$ cat src/rtl/gpio_edge_pkg.sv
// Shared constants for the edge-interrupt GPIO controller.
// Assumes a bus word index of 3 bits (byte address bits 4:2).
package gpio_edge_pkg;

    localparam int ADDR_W = 3;

    localparam logic [ADDR_W-1:0] IDX_DIR = 3'd0;
    localparam logic [ADDR_W-1:0] IDX_ODR = 3'd1;
    localparam logic [ADDR_W-1:0] IDX_DAT = 3'd2;
    localparam logic [ADDR_W-1:0] IDX_EVT = 3'd3;
    localparam logic [ADDR_W-1:0] IDX_MSK = 3'd4;
    localparam logic [ADDR_W-1:0] IDX_CTA = 3'd5;
    localparam logic [ADDR_W-1:0] IDX_CTB = 3'd6;

    // Edge selection code of one pin.
    typedef enum logic [1:0] {
        SEL_BOTH = 2'b00,
        SEL_RISE = 2'b01,
        SEL_FALL = 2'b10,
        SEL_ANY  = 2'b11
    } edge_sel_t;

endpackage

$ cat src/rtl/gpio_edge_sync.sv
// Two-flop synchroniser for a vector of asynchronous pad levels.
// Assumes each bit is independent; no bus coherency is claimed.
module gpio_edge_sync #(
    parameter int W = 32
) (
    input  logic         clk,
    input  logic         rst_n,
    input  logic [W-1:0] d,
    output logic [W-1:0] q
);
    logic [W-1:0] meta_q;

    // Two register stages between the pad and the logic.
    always_ff @(posedge clk) begin
        if (!rst_n) begin
            meta_q <= '0;
            q      <= '0;
        end else begin
            meta_q <= d;
            q      <= meta_q;
        end
    end
endmodule

$ cat src/rtl/gpio_edge_qual.sv
// Per-pin edge qualifier: compares the current and previous synchronised
// level and reports a hit when the transition matches the selected code.
// Assumes lvl_prev is lvl_now delayed by exactly one clock.
module gpio_edge_qual
    import gpio_edge_pkg::*;
(
    input  logic      clk,
    input  logic      rst_n,
    input  logic      lvl_now,
    input  logic      lvl_prev,
    input  edge_sel_t sel,
    output logic      hit
);
    logic went_up;
    logic went_down;

    // Classify the transition and gate it by the selection code.
    always_comb begin
        went_up   = lvl_now & ~lvl_prev;
        went_down = ~lvl_now & lvl_prev;
        hit       = (went_up & (sel != SEL_FALL)) | (went_down & (sel != SEL_RISE));
    end

    // a falling-only pin hits only when the level is now low.
    p_fall_only_r9: assert property (@(posedge clk) disable iff (!rst_n)
        (sel == SEL_FALL && hit) |-> !lvl_now);

    // a rising-only pin hits only when the level is now high.
    p_rise_only_r10: assert property (@(posedge clk) disable iff (!rst_n)
        (sel == SEL_RISE && hit) |-> lvl_now);
endmodule

$ cat src/rtl/gpio_edge_ctrl.sv
// Edge-interrupt GPIO controller: register file, pad drive, synchronised
// input path, per-pin edge qualification, pending events and the combined
// interrupt. Register bit b serves pin NPINS-1-b. DUAL_CTRL selects one
// control bit per pin (falling only / both) or two bits per pin over two
// control words. Assumes NPINS is even and equals the bus data width.
module gpio_edge_ctrl
    import gpio_edge_pkg::*;
#(
    parameter int NPINS     = 32,
    parameter bit DUAL_CTRL = 1'b0
) (
    input  logic              clk,
    input  logic              rst_n,
    input  logic              bus_wr,
    input  logic              bus_rd,
    input  logic [ADDR_W-1:0] bus_addr,
    input  logic [NPINS-1:0]  bus_wdata,
    output logic [NPINS-1:0]  bus_rdata,
    input  logic [NPINS-1:0]  pad_i,
    output logic [NPINS-1:0]  pad_o,
    output logic [NPINS-1:0]  pad_oe,
    output logic              irq
);
    localparam int HALF = NPINS / 2;

    logic [NPINS-1:0] dir_q, odr_q, dat_q, evt_q, msk_q, cta_q, ctb_q;
    logic [NPINS-1:0] pad_rb;      // pads in register-bit order
    logic [NPINS-1:0] lvl_now;
    logic [NPINS-1:0] lvl_prev_q;
    logic [NPINS-1:0] hit_w;
    logic [NPINS-1:0] drv_en;
    logic [NPINS-1:0] drv_val;
    logic [NPINS-1:0] evt_clr;
    edge_sel_t        sel_w [NPINS];

    // Write decode for the registers shared by both variants.
    always_ff @(posedge clk) begin
        if (!rst_n) begin
            dir_q <= '0;
            odr_q <= '0;
            dat_q <= '0;
            msk_q <= '0;
            cta_q <= '0;
        end else if (bus_wr) begin
            case (bus_addr)
                IDX_DIR: dir_q <= bus_wdata;
                IDX_ODR: odr_q <= bus_wdata;
                IDX_DAT: dat_q <= bus_wdata;
                IDX_MSK: msk_q <= bus_wdata;
                IDX_CTA: cta_q <= bus_wdata;
                default: ;
            endcase
        end
    end

    generate
        if (DUAL_CTRL) begin : g_ctb
            // Second control word exists only in the two-bit variant.
            always_ff @(posedge clk) begin
                if (!rst_n)
                    ctb_q <= '0;
                else if (bus_wr && bus_addr == IDX_CTB)
                    ctb_q <= bus_wdata;
            end
        end else begin : g_no_ctb
            assign ctb_q = '0;
        end
    endgenerate

    // Pending events: write-one clears, a new hit wins over a clear.
    always_comb evt_clr = (bus_wr && bus_addr == IDX_EVT) ? bus_wdata : '0;

    always_ff @(posedge clk) begin
        if (!rst_n)
            evt_q <= '0;
        else
            evt_q <= (evt_q & ~evt_clr) | hit_w;
    end

    // Previous synchronised level, for edge detection.
    always_ff @(posedge clk) begin
        if (!rst_n)
            lvl_prev_q <= '0;
        else
            lvl_prev_q <= lvl_now;
    end

    gpio_edge_sync #(.W(NPINS)) u_sync (
        .clk   (clk),
        .rst_n (rst_n),
        .d     (pad_rb),
        .q     (lvl_now)
    );

    genvar b;
    generate
        for (b = 0; b < NPINS; b++) begin : g_pin
            localparam int FLD = b % HALF;

            // Reverse pin numbering onto register bits.
            assign pad_rb[b]             = pad_i[NPINS-1-b];
            assign pad_o[NPINS-1-b]      = drv_val[b];
            assign pad_oe[NPINS-1-b]     = drv_en[b];

            if (DUAL_CTRL) begin : g_two
                if (b >= HALF) begin : g_lo_pins
                    assign sel_w[b] = edge_sel_t'(cta_q[2*FLD+1:2*FLD]);
                end else begin : g_hi_pins
                    assign sel_w[b] = edge_sel_t'(ctb_q[2*FLD+1:2*FLD]);
                end
            end else begin : g_one
                assign sel_w[b] = cta_q[b] ? SEL_FALL : SEL_BOTH;
            end

            gpio_edge_qual u_qual (
                .clk      (clk),
                .rst_n    (rst_n),
                .lvl_now  (lvl_now[b]),
                .lvl_prev (lvl_prev_q[b]),
                .sel      (sel_w[b]),
                .hit      (hit_w[b])
            );
        end
    endgenerate

    // Pad drive: open-drain outputs release on a latched one.
    always_comb begin
        drv_en  = dir_q & ~(odr_q & dat_q);
        drv_val = dir_q & dat_q & ~odr_q;
    end

    // Combined interrupt from enabled pending events.
    always_comb irq = |(evt_q & msk_q);

    // Read multiplexer.
    always_comb begin
        bus_rdata = '0;
        if (bus_rd) begin
            case (bus_addr)
                IDX_DIR: bus_rdata = dir_q;
                IDX_ODR: bus_rdata = odr_q;
                IDX_DAT: bus_rdata = (dat_q & dir_q) | (lvl_now & ~dir_q);
                IDX_EVT: bus_rdata = evt_q;
                IDX_MSK: bus_rdata = msk_q;
                IDX_CTA: bus_rdata = cta_q;
                IDX_CTB: bus_rdata = ctb_q;
                default: bus_rdata = '0;
            endcase
        end
    end

    // bits written with one and not re-hit are clear next cycle.
    p_evt_w1c_r7: assert property (@(posedge clk) disable iff (!rst_n)
        (bus_wr && bus_addr == IDX_EVT) |=>
            ((evt_q & $past(bus_wdata) & ~$past(hit_w)) == '0));

    // every qualified hit is pending in the following cycle.
    p_evt_hold_r6: assert property (@(posedge clk) disable iff (!rst_n)
        (hit_w != '0) |=> ((evt_q & $past(hit_w)) == $past(hit_w)));

    // no event bit rises without a qualified hit.
    p_evt_nospur_r6: assert property (@(posedge clk) disable iff (!rst_n)
        (hit_w == '0) |=> ((evt_q & ~$past(evt_q)) == '0));
endmodule

$ cat config.mk
export PLATFORM = sky130hd
export DESIGN_NAME = gpio_edge_ctrl
export DESIGN_NICKNAME = d
export VERILOG_FILES = /design/src/rtl/gpio_edge_pkg.sv /design/src/rtl/gpio_edge_sync.sv /design/src/rtl/gpio_edge_qual.sv /design/src/rtl/gpio_edge_ctrl.sv
export SDC_FILE = /design/constraint.sdc
export NUM_CORES = 1
export LEC_CHECK = 0
export BUFFER_PORTS_ARGS = -buffer_cell sky130_fd_sc_hd__buf_2
export CORE_AREA = 2 2 212 214
export DETAILED_ROUTE_END_ITERATION = 10
export DIE_AREA = 0 0 214 216
export PLACE_DENSITY = 0.52
export SLEW_MARGIN = 20
export SYNTH_ARGS = -nofsm -noshare
export SYNTH_HDL_FRONTEND = slang
export SYNTH_SLANG_ARGS = --single-unit
$ cat constraint.sdc
create_clock -name clk -period 5.41 [get_ports clk]
set_clock_uncertainty 0.15 [all_clocks]
set_input_delay 1.3525 -clock clk [delete_from_list [all_inputs] [get_ports clk]]
set_output_delay 1.3525 -clock clk [all_outputs]
set_load 0.02 [all_outputs]
# Word level (Yosys, flattened, before mapping)
# Index checks and enable logic that the tools add are counted.
word_totals:
  elab_cells: 358
  memories: 0
  ram_bits: 0
  ff_bits: 288
  latch_bits: 0
  inputBits: 71
  rom_bits: 0
op_classes:
  magnitude_cmp: 0
  addsub: 0
  n_reduce_logical: 8
  n_div: 0
  bitwise_logic: 237
  shifts: 0
  n_mul: 0
  mux: 35
  eq_ne: 69
ops:
  columns: ["cell", "n"]
  rows:
  - ["32-bit AND", 7]
  - ["32-bit one-hot mux with 6 select lines", 1]
  - ["1-bit AND", 128]
  - ["32-bit inverter", 4]
  - ["2-bit 2-to-1 mux", 32]
  - ["32-bit 2-to-1 mux", 2]
  - ["2-bit by 1-bit inequality test with 1-bit output, second input constant", 32]
  - ["2-bit inequality test, second input constant", 32]
  - ["1-bit inverter", 64]
  - ["32-bit bitwise OR", 2]
  - ["1-bit bitwise OR", 32]
  - ["32-bit OR reduction", 1]
  - ["2-bit AND reduction", 5]
  - ["3-bit by 2-bit == test with 1-bit output, second input constant", 2]
  - ["3-bit == test, second input constant", 2]
  - ["3-bit by 1-bit == test with 1-bit output, second input constant", 1]
  - ["3-bit zero test", 1]
  - ["1-bit logical AND", 1]

# Longest topological paths before layout
depth:
  depth_word: 6
  depth_mapped: 6

# Cells and area by module
# Synthesis repeated with hierarchy kept, for this count alone.
hier_totals:
  cells_unflattened: 1584
  hier_area_um2: 13445.4
modules_own_cells:
  columns: ["module", "n_inst", "cells_per_inst", "seq_area_each_um2", "area_per_inst_um2"]
  rows:
  - ["gpio_edge_ctrl", 1, 1290, 4484.3, 10412.5]
  - ["gpio_edge_sync", 1, 134, 1281.2, 1791.7]
  - ["gpio_edge_qual", 32, 5, 0.0, 38.8]

# Worst setup path before layout
# No wires, ideal clock.
synth_timing:
  path_kind: "input to output"
  from: "in bus_addr[0]"
  to: "out bus_rdata[10]"
  n_path_buf: 3
  setup_slack_ns: 1.252
  arrival_time_ns: 2.656
  stages: 6
  required_ns: 3.908
  path_cell_list: "buf_6 -> or3b_1 -> buf_6 -> buf_6 -> a2bb2oi_1 -> a31oi_1"
synth_via:
  elab_chain_len: 3
  word_cells_on_any_way: 8
  classes_between: "eq/ne: 5; mux: 2; reduce/logical: 1"
synth_rtl:
  columns: ["item", "line", "source"]
  rows:
  - ["from (decl)", "gpio_edge_ctrl.sv:16", "input logic [ADDR_W-1:0] bus_addr,"]
  - ["3-bit == test, or another cell as far along", "gpio_edge_ctrl.sv:139", "case (bus_addr)"]
  - ["32-bit one-hot mux with 6 select lines *", "gpio_edge_ctrl.sv:139", null]
  - ["32-bit 2-to-1 mux *", "gpio_edge_ctrl.sv:138", "if (bus_rd) begin"]
  - ["to (decl)", "gpio_edge_ctrl.sv:18", "output logic [NPINS-1:0] bus_rdata,"]
# Every way passes the cells marked *; elsewhere a longest branch is shown, timed or not.

# Worst setup path after layout
layout_timing:
  from: "in bus_addr[0]"
  to: "out bus_rdata[25]"
# Same word-level chain as after synthesis.

==> summary.log <==
INFO  timing         final.period_utilization=86.1%
INFO  timing         hold_violations=0
INFO  synth          synth-adder-area-share=0%
INFO  floorplanning  design.portCount=168
INFO  cts            hold_buffers=0
INFO  synth          yosys-top-cells-count=sky130_fd_sc_hd__nand2_1, sky130_fd_sc_hd__dfxtp_1, sky130_fd_sc_hd__a21boi_0, sky130_fd_sc_hd__and2_1, sky130_fd_sc_hd__a22oi_1
INFO  synth          ys_dominant_reg_cell=sky130_fd_sc_hd__dfxtp_1
INFO  cts            cts_sinks=288
INFO  global_routing global_route.overflow_total=0
INFO  run_status     run_status=complete, no violations
INFO  worst_hold_path worst_hold_path_type=flip-flop to flip-flop
INFO  cts            postCtsSetupBuffers=0
INFO  setup_path     path_max_fanout=18
INFO  setup_path     crit-reg2reg-launch=u_sync.q[31]
INFO  setup_path     reg2reg_setup_slack=4120ps
INFO  setup_path     critical_path.cell_chain=buf_2 > buf_4 > nor3b_4 > buf_4 > a2bb2oi_1 > a31oi_1 > buf_2
INFO  cts            cts_tree=done
INFO  timing         peak_freq=215MHz
INFO  timing         setup_total_negative_slack=0ps
INFO  synth          synth_compound_gate_area_share=22.8%
INFO  detailed_routing dr.pass1.iters=5
INFO  floorplanning  floorplan.die.width=214um
INFO  power          internal_power=3800uW
INFO  detailed_routing detailedRoute.firstIterationViolations=842
INFO  synth          synth_area=0.0126mm2
INFO  synth          synth_nets=1438
INFO  timing         maxSlewViolCount=0
INFO  power          switching_power=1190uW
INFO  cts            post_cts.resized_instances=0
INFO  power          share_comb_of_total_power=7.1%
INFO  synth          combinational_family_with_the_most_area_after_synthesis=compound AO/OA/AOI/OAI gates
INFO  detailed_routing drt_wl_total=44.2mm
INFO  detailed_routing num_vias=10500
INFO  power          p_seq_share=45.4%
INFO  cts            clock_tree.htree_level_count=2
INFO  worst_hold_path worst_hold_path.endpoint=u_sync.q[6]
INFO  detailed_routing routed_wire_length_per_instance=20.8um
INFO  synth          ys_seq_elements=288
INFO  floorplanning  core-area=0.0438mm2
INFO  global_routing grt_util_all_layers=18.7%
INFO  global_routing grt_max_degree=132
INFO  timing         post-route-min-period=4660ps
INFO  placement      placement.io_buffers=167
INFO  worst_hold_path hold_start=u_sync.meta_q[6]
INFO  power          swShare=23.8%
INFO  power          vdd_ir_drop_max=0.204mV
INFO  cts            clock-root-buffer=sky130_fd_sc_hd__clkbuf_16
INFO  synth          synth_top_area_share=45.6%
INFO  synth          yosys.area.top_type=sky130_fd_sc_hd__dfxtp_1
INFO  cts            max-clock-path-buffers=3
INFO  timing         setup_viol=0
INFO  synth          synthesized_area_per_cell=9.24um2
INFO  cts            cts.clk_slew.worst_paths=50ps
INFO  setup_path     r2r-end=evt_q[31]
INFO  synth          synth.area.mux_share=5.03%
INFO  floorplanning  die_h=216um
INFO  placement      place_hpwl=29.6mm
INFO  floorplanning  fp.dieArea=0.0462mm2
INFO  cells_and_area area.growth.synth_to_final=19.9%
INFO  worst_hold_path holdPathStages=1
INFO  synth          synth_most_common_cell=sky130_fd_sc_hd__nand2_1
INFO  detailed_routing routed_vias_inst=4.94
INFO  floorplanning  std_cell_rows=77
INFO  detailed_routing drc=0
INFO  synth          number_of_enable_type_register_cells_in_the_synthesized_netlist=0
INFO  synth          synthCells=1367
INFO  cts            clock_insertion_delay_worst_skew=520ps
INFO  setup_path     crit_path_top_delay_cell=sky130_fd_sc_hd__a31oi_1
INFO  setup_path     highest_cell_delay_on_the_worst_timing_path=400ps
INFO  synth          ys_types=42
INFO  setup_path     worst-setup-path-type=input pin to output port
INFO  setup_path     critPathLaunchType=input pin
INFO  power          power.share.clock=47.6%
INFO  run            drv.max_cap_violation_count=0
INFO  synth          synth-async-reset-ratio=0%
INFO  floorplanning  floorplan.initialDensity=28.8%
INFO  timing         rsz0062_at_grt=false
INFO  synth          synth_simple_gate_area_share=22.5%
INFO  synth          yosys_warnings=0
INFO  global_routing grt_pass1_vias=10200
INFO  setup_path     worstSetupEndpointType=output port
INFO  cells_and_area finish.net_count=1574
INFO  placement      placedInstanceArea=0.0140mm2
INFO  synth          post_synth_main_area_contributors=sky130_fd_sc_hd__dfxtp_1, sky130_fd_sc_hd__a21boi_0, sky130_fd_sc_hd__nand2_1
INFO  setup_path     timing.critical_path.arrival=3160ps
INFO  cells_and_area final_area=0.0152mm2
INFO  detailed_routing detail-route-antenna-nets=0
INFO  cts            cts_made_buffers=35
INFO  global_routing grt_antenna_before_repair=5
INFO  timing         fin_worst_hold_slack=280ps
INFO  synth          synth_xor_xnor_area_share=0%
INFO  setup_path     worst-r2r-cell-count=2
INFO  placement      globalplace.congestion=0.814
INFO  timing         max_slew.worst_pin.slew=1040ps
INFO  timing         relSlewSlack=30.8%
INFO  synth          yosysSeqAreaShare=45.6%
INFO  power          power.density_cell_area=329mW/mm2
INFO  global_routing grt_first_pass_wirelength=65.9mm
INFO  power          power.static_leakage=0.00569uW
INFO  setup_path     timing.critical_path.required=3910ps
INFO  cells_and_area fraction_of_layout_instances_using_a_drive_strength_above_1=18.4%
## power by group through the flow
stage                     sequential, uW  clock [uW]  combinational, uW
after floorplan                     2270           0                225
after global placement              2310           0                348
after detailed placement            2310           0                353
after CTS                           2260        2420                354
after global routing                2270        2500                382
final                               2260        2370                352
## routing by layer
layer | part of all wire, % | GRT usage, % | routed length (um) | up-vias
li1 | - | - | - | 5048
met1 | 45 | 24.9 | 19700 | 5048
met2 | 47 | 30.8 | 20600 | 323
met3 | 5.8 | 3.26 | 2580 | 69
met4 | 2.7 | 5.83 | 1200 | 4
met5 | 0.048 | 0 | 21 | -
## cell type report
type / count / area, um2
fillers: 4532 / 28700
clock inverters: 6 / 82.6
diodes: 3 / 7.51
clock buffers: 56 / 1080
repair buffers: 196 / 1070
inverters: 2 / 7.51
multi-input cells: 980 / 6400
well taps: 592 / 741
flip-flops and latches: 288 / 5770
## layout by cell type, fill, tap and decap left out, types with 18 or more instances in the layout
| cell type | Yosys | routed |
|---|---|---|
| sky130_fd_sc_hd__mux2i_1 | 32 | 32 |
| sky130_fd_sc_hd__buf_2 | 31 | 166 |
| sky130_fd_sc_hd__clkbuf_16 | 0 | 37 |
| sky130_fd_sc_hd__o31a_1 | 30 | 30 |
| sky130_fd_sc_hd__and3b_1 | 33 | 33 |
| sky130_fd_sc_hd__buf_4 | 9 | 28 |
| sky130_fd_sc_hd__dfxtp_1 | 288 | 288 |
| sky130_fd_sc_hd__and2_1 | 96 | 96 |
| sky130_fd_sc_hd__a21boi_1 | 50 | 50 |
| sky130_fd_sc_hd__a22oi_1 | 58 | 58 |
| sky130_fd_sc_hd__a21boi_0 | 174 | 174 |
| sky130_fd_sc_hd__a31oi_1 | 18 | 18 |
| sky130_fd_sc_hd__nand2_1 | 321 | 321 |
| sky130_fd_sc_hd__nor2b_1 | 31 | 31 |
| sky130_fd_sc_hd__a2bb2oi_1 | 31 | 31 |
| sky130_fd_sc_hd__nor3b_1 | 30 | 30 |
## kinds of logic after synthesis
family                 Yosys count
AOI/OAI and AO/OA              380
and+or+nand+nor                547
buffers and inverters           99
muxes                           53
DFF                            288
## worst max-delay path: cells and delay by family
family	cells	cell delay, ps
buf+inv	4	1040
compound gates	2	480
simple gates	1	260
## flip-flops by register name (all words and copies together), names as in the netlist
register	cells
cta_q	32
dat_q	32
dir_q	32
evt_q	32
lvl_prev_q	32
msk_q	32
odr_q	32
u_sync.meta_q	32
u_sync.q	32
## stage by stage
step / utilization (%) / cells / worst slack (ps) / power, uW
detailed placement: 31.9 / 2058 / 713 / 2660
global route: 34.6 / 2121 / 676 / 5150
global placement: 31.9 / 2058 / 732 / 2650
CTS: 34.5 / 2120 / 706 / 5040
floorplan: - / 1367 / 1250 / 2500
finish: 34.6 / 2123 / 751 / 4980
## worst max-delay path by stage
stage	endpoint	slack (ps)	cells past startpoint	startpoint
after floorplan	bus_rdata[10]	1250	6	bus_addr[0]
after global placement	bus_rdata[25]	730	7	bus_addr[0]
after detailed placement	bus_rdata[25]	710	7	bus_addr[0]
after CTS	bus_rdata[25]	710	7	bus_addr[0]
after global routing	bus_rdata[28]	680	6	bus_addr[2]
final	bus_rdata[25]	750	7	bus_addr[0]
Power figures use the tool's default switching activity.
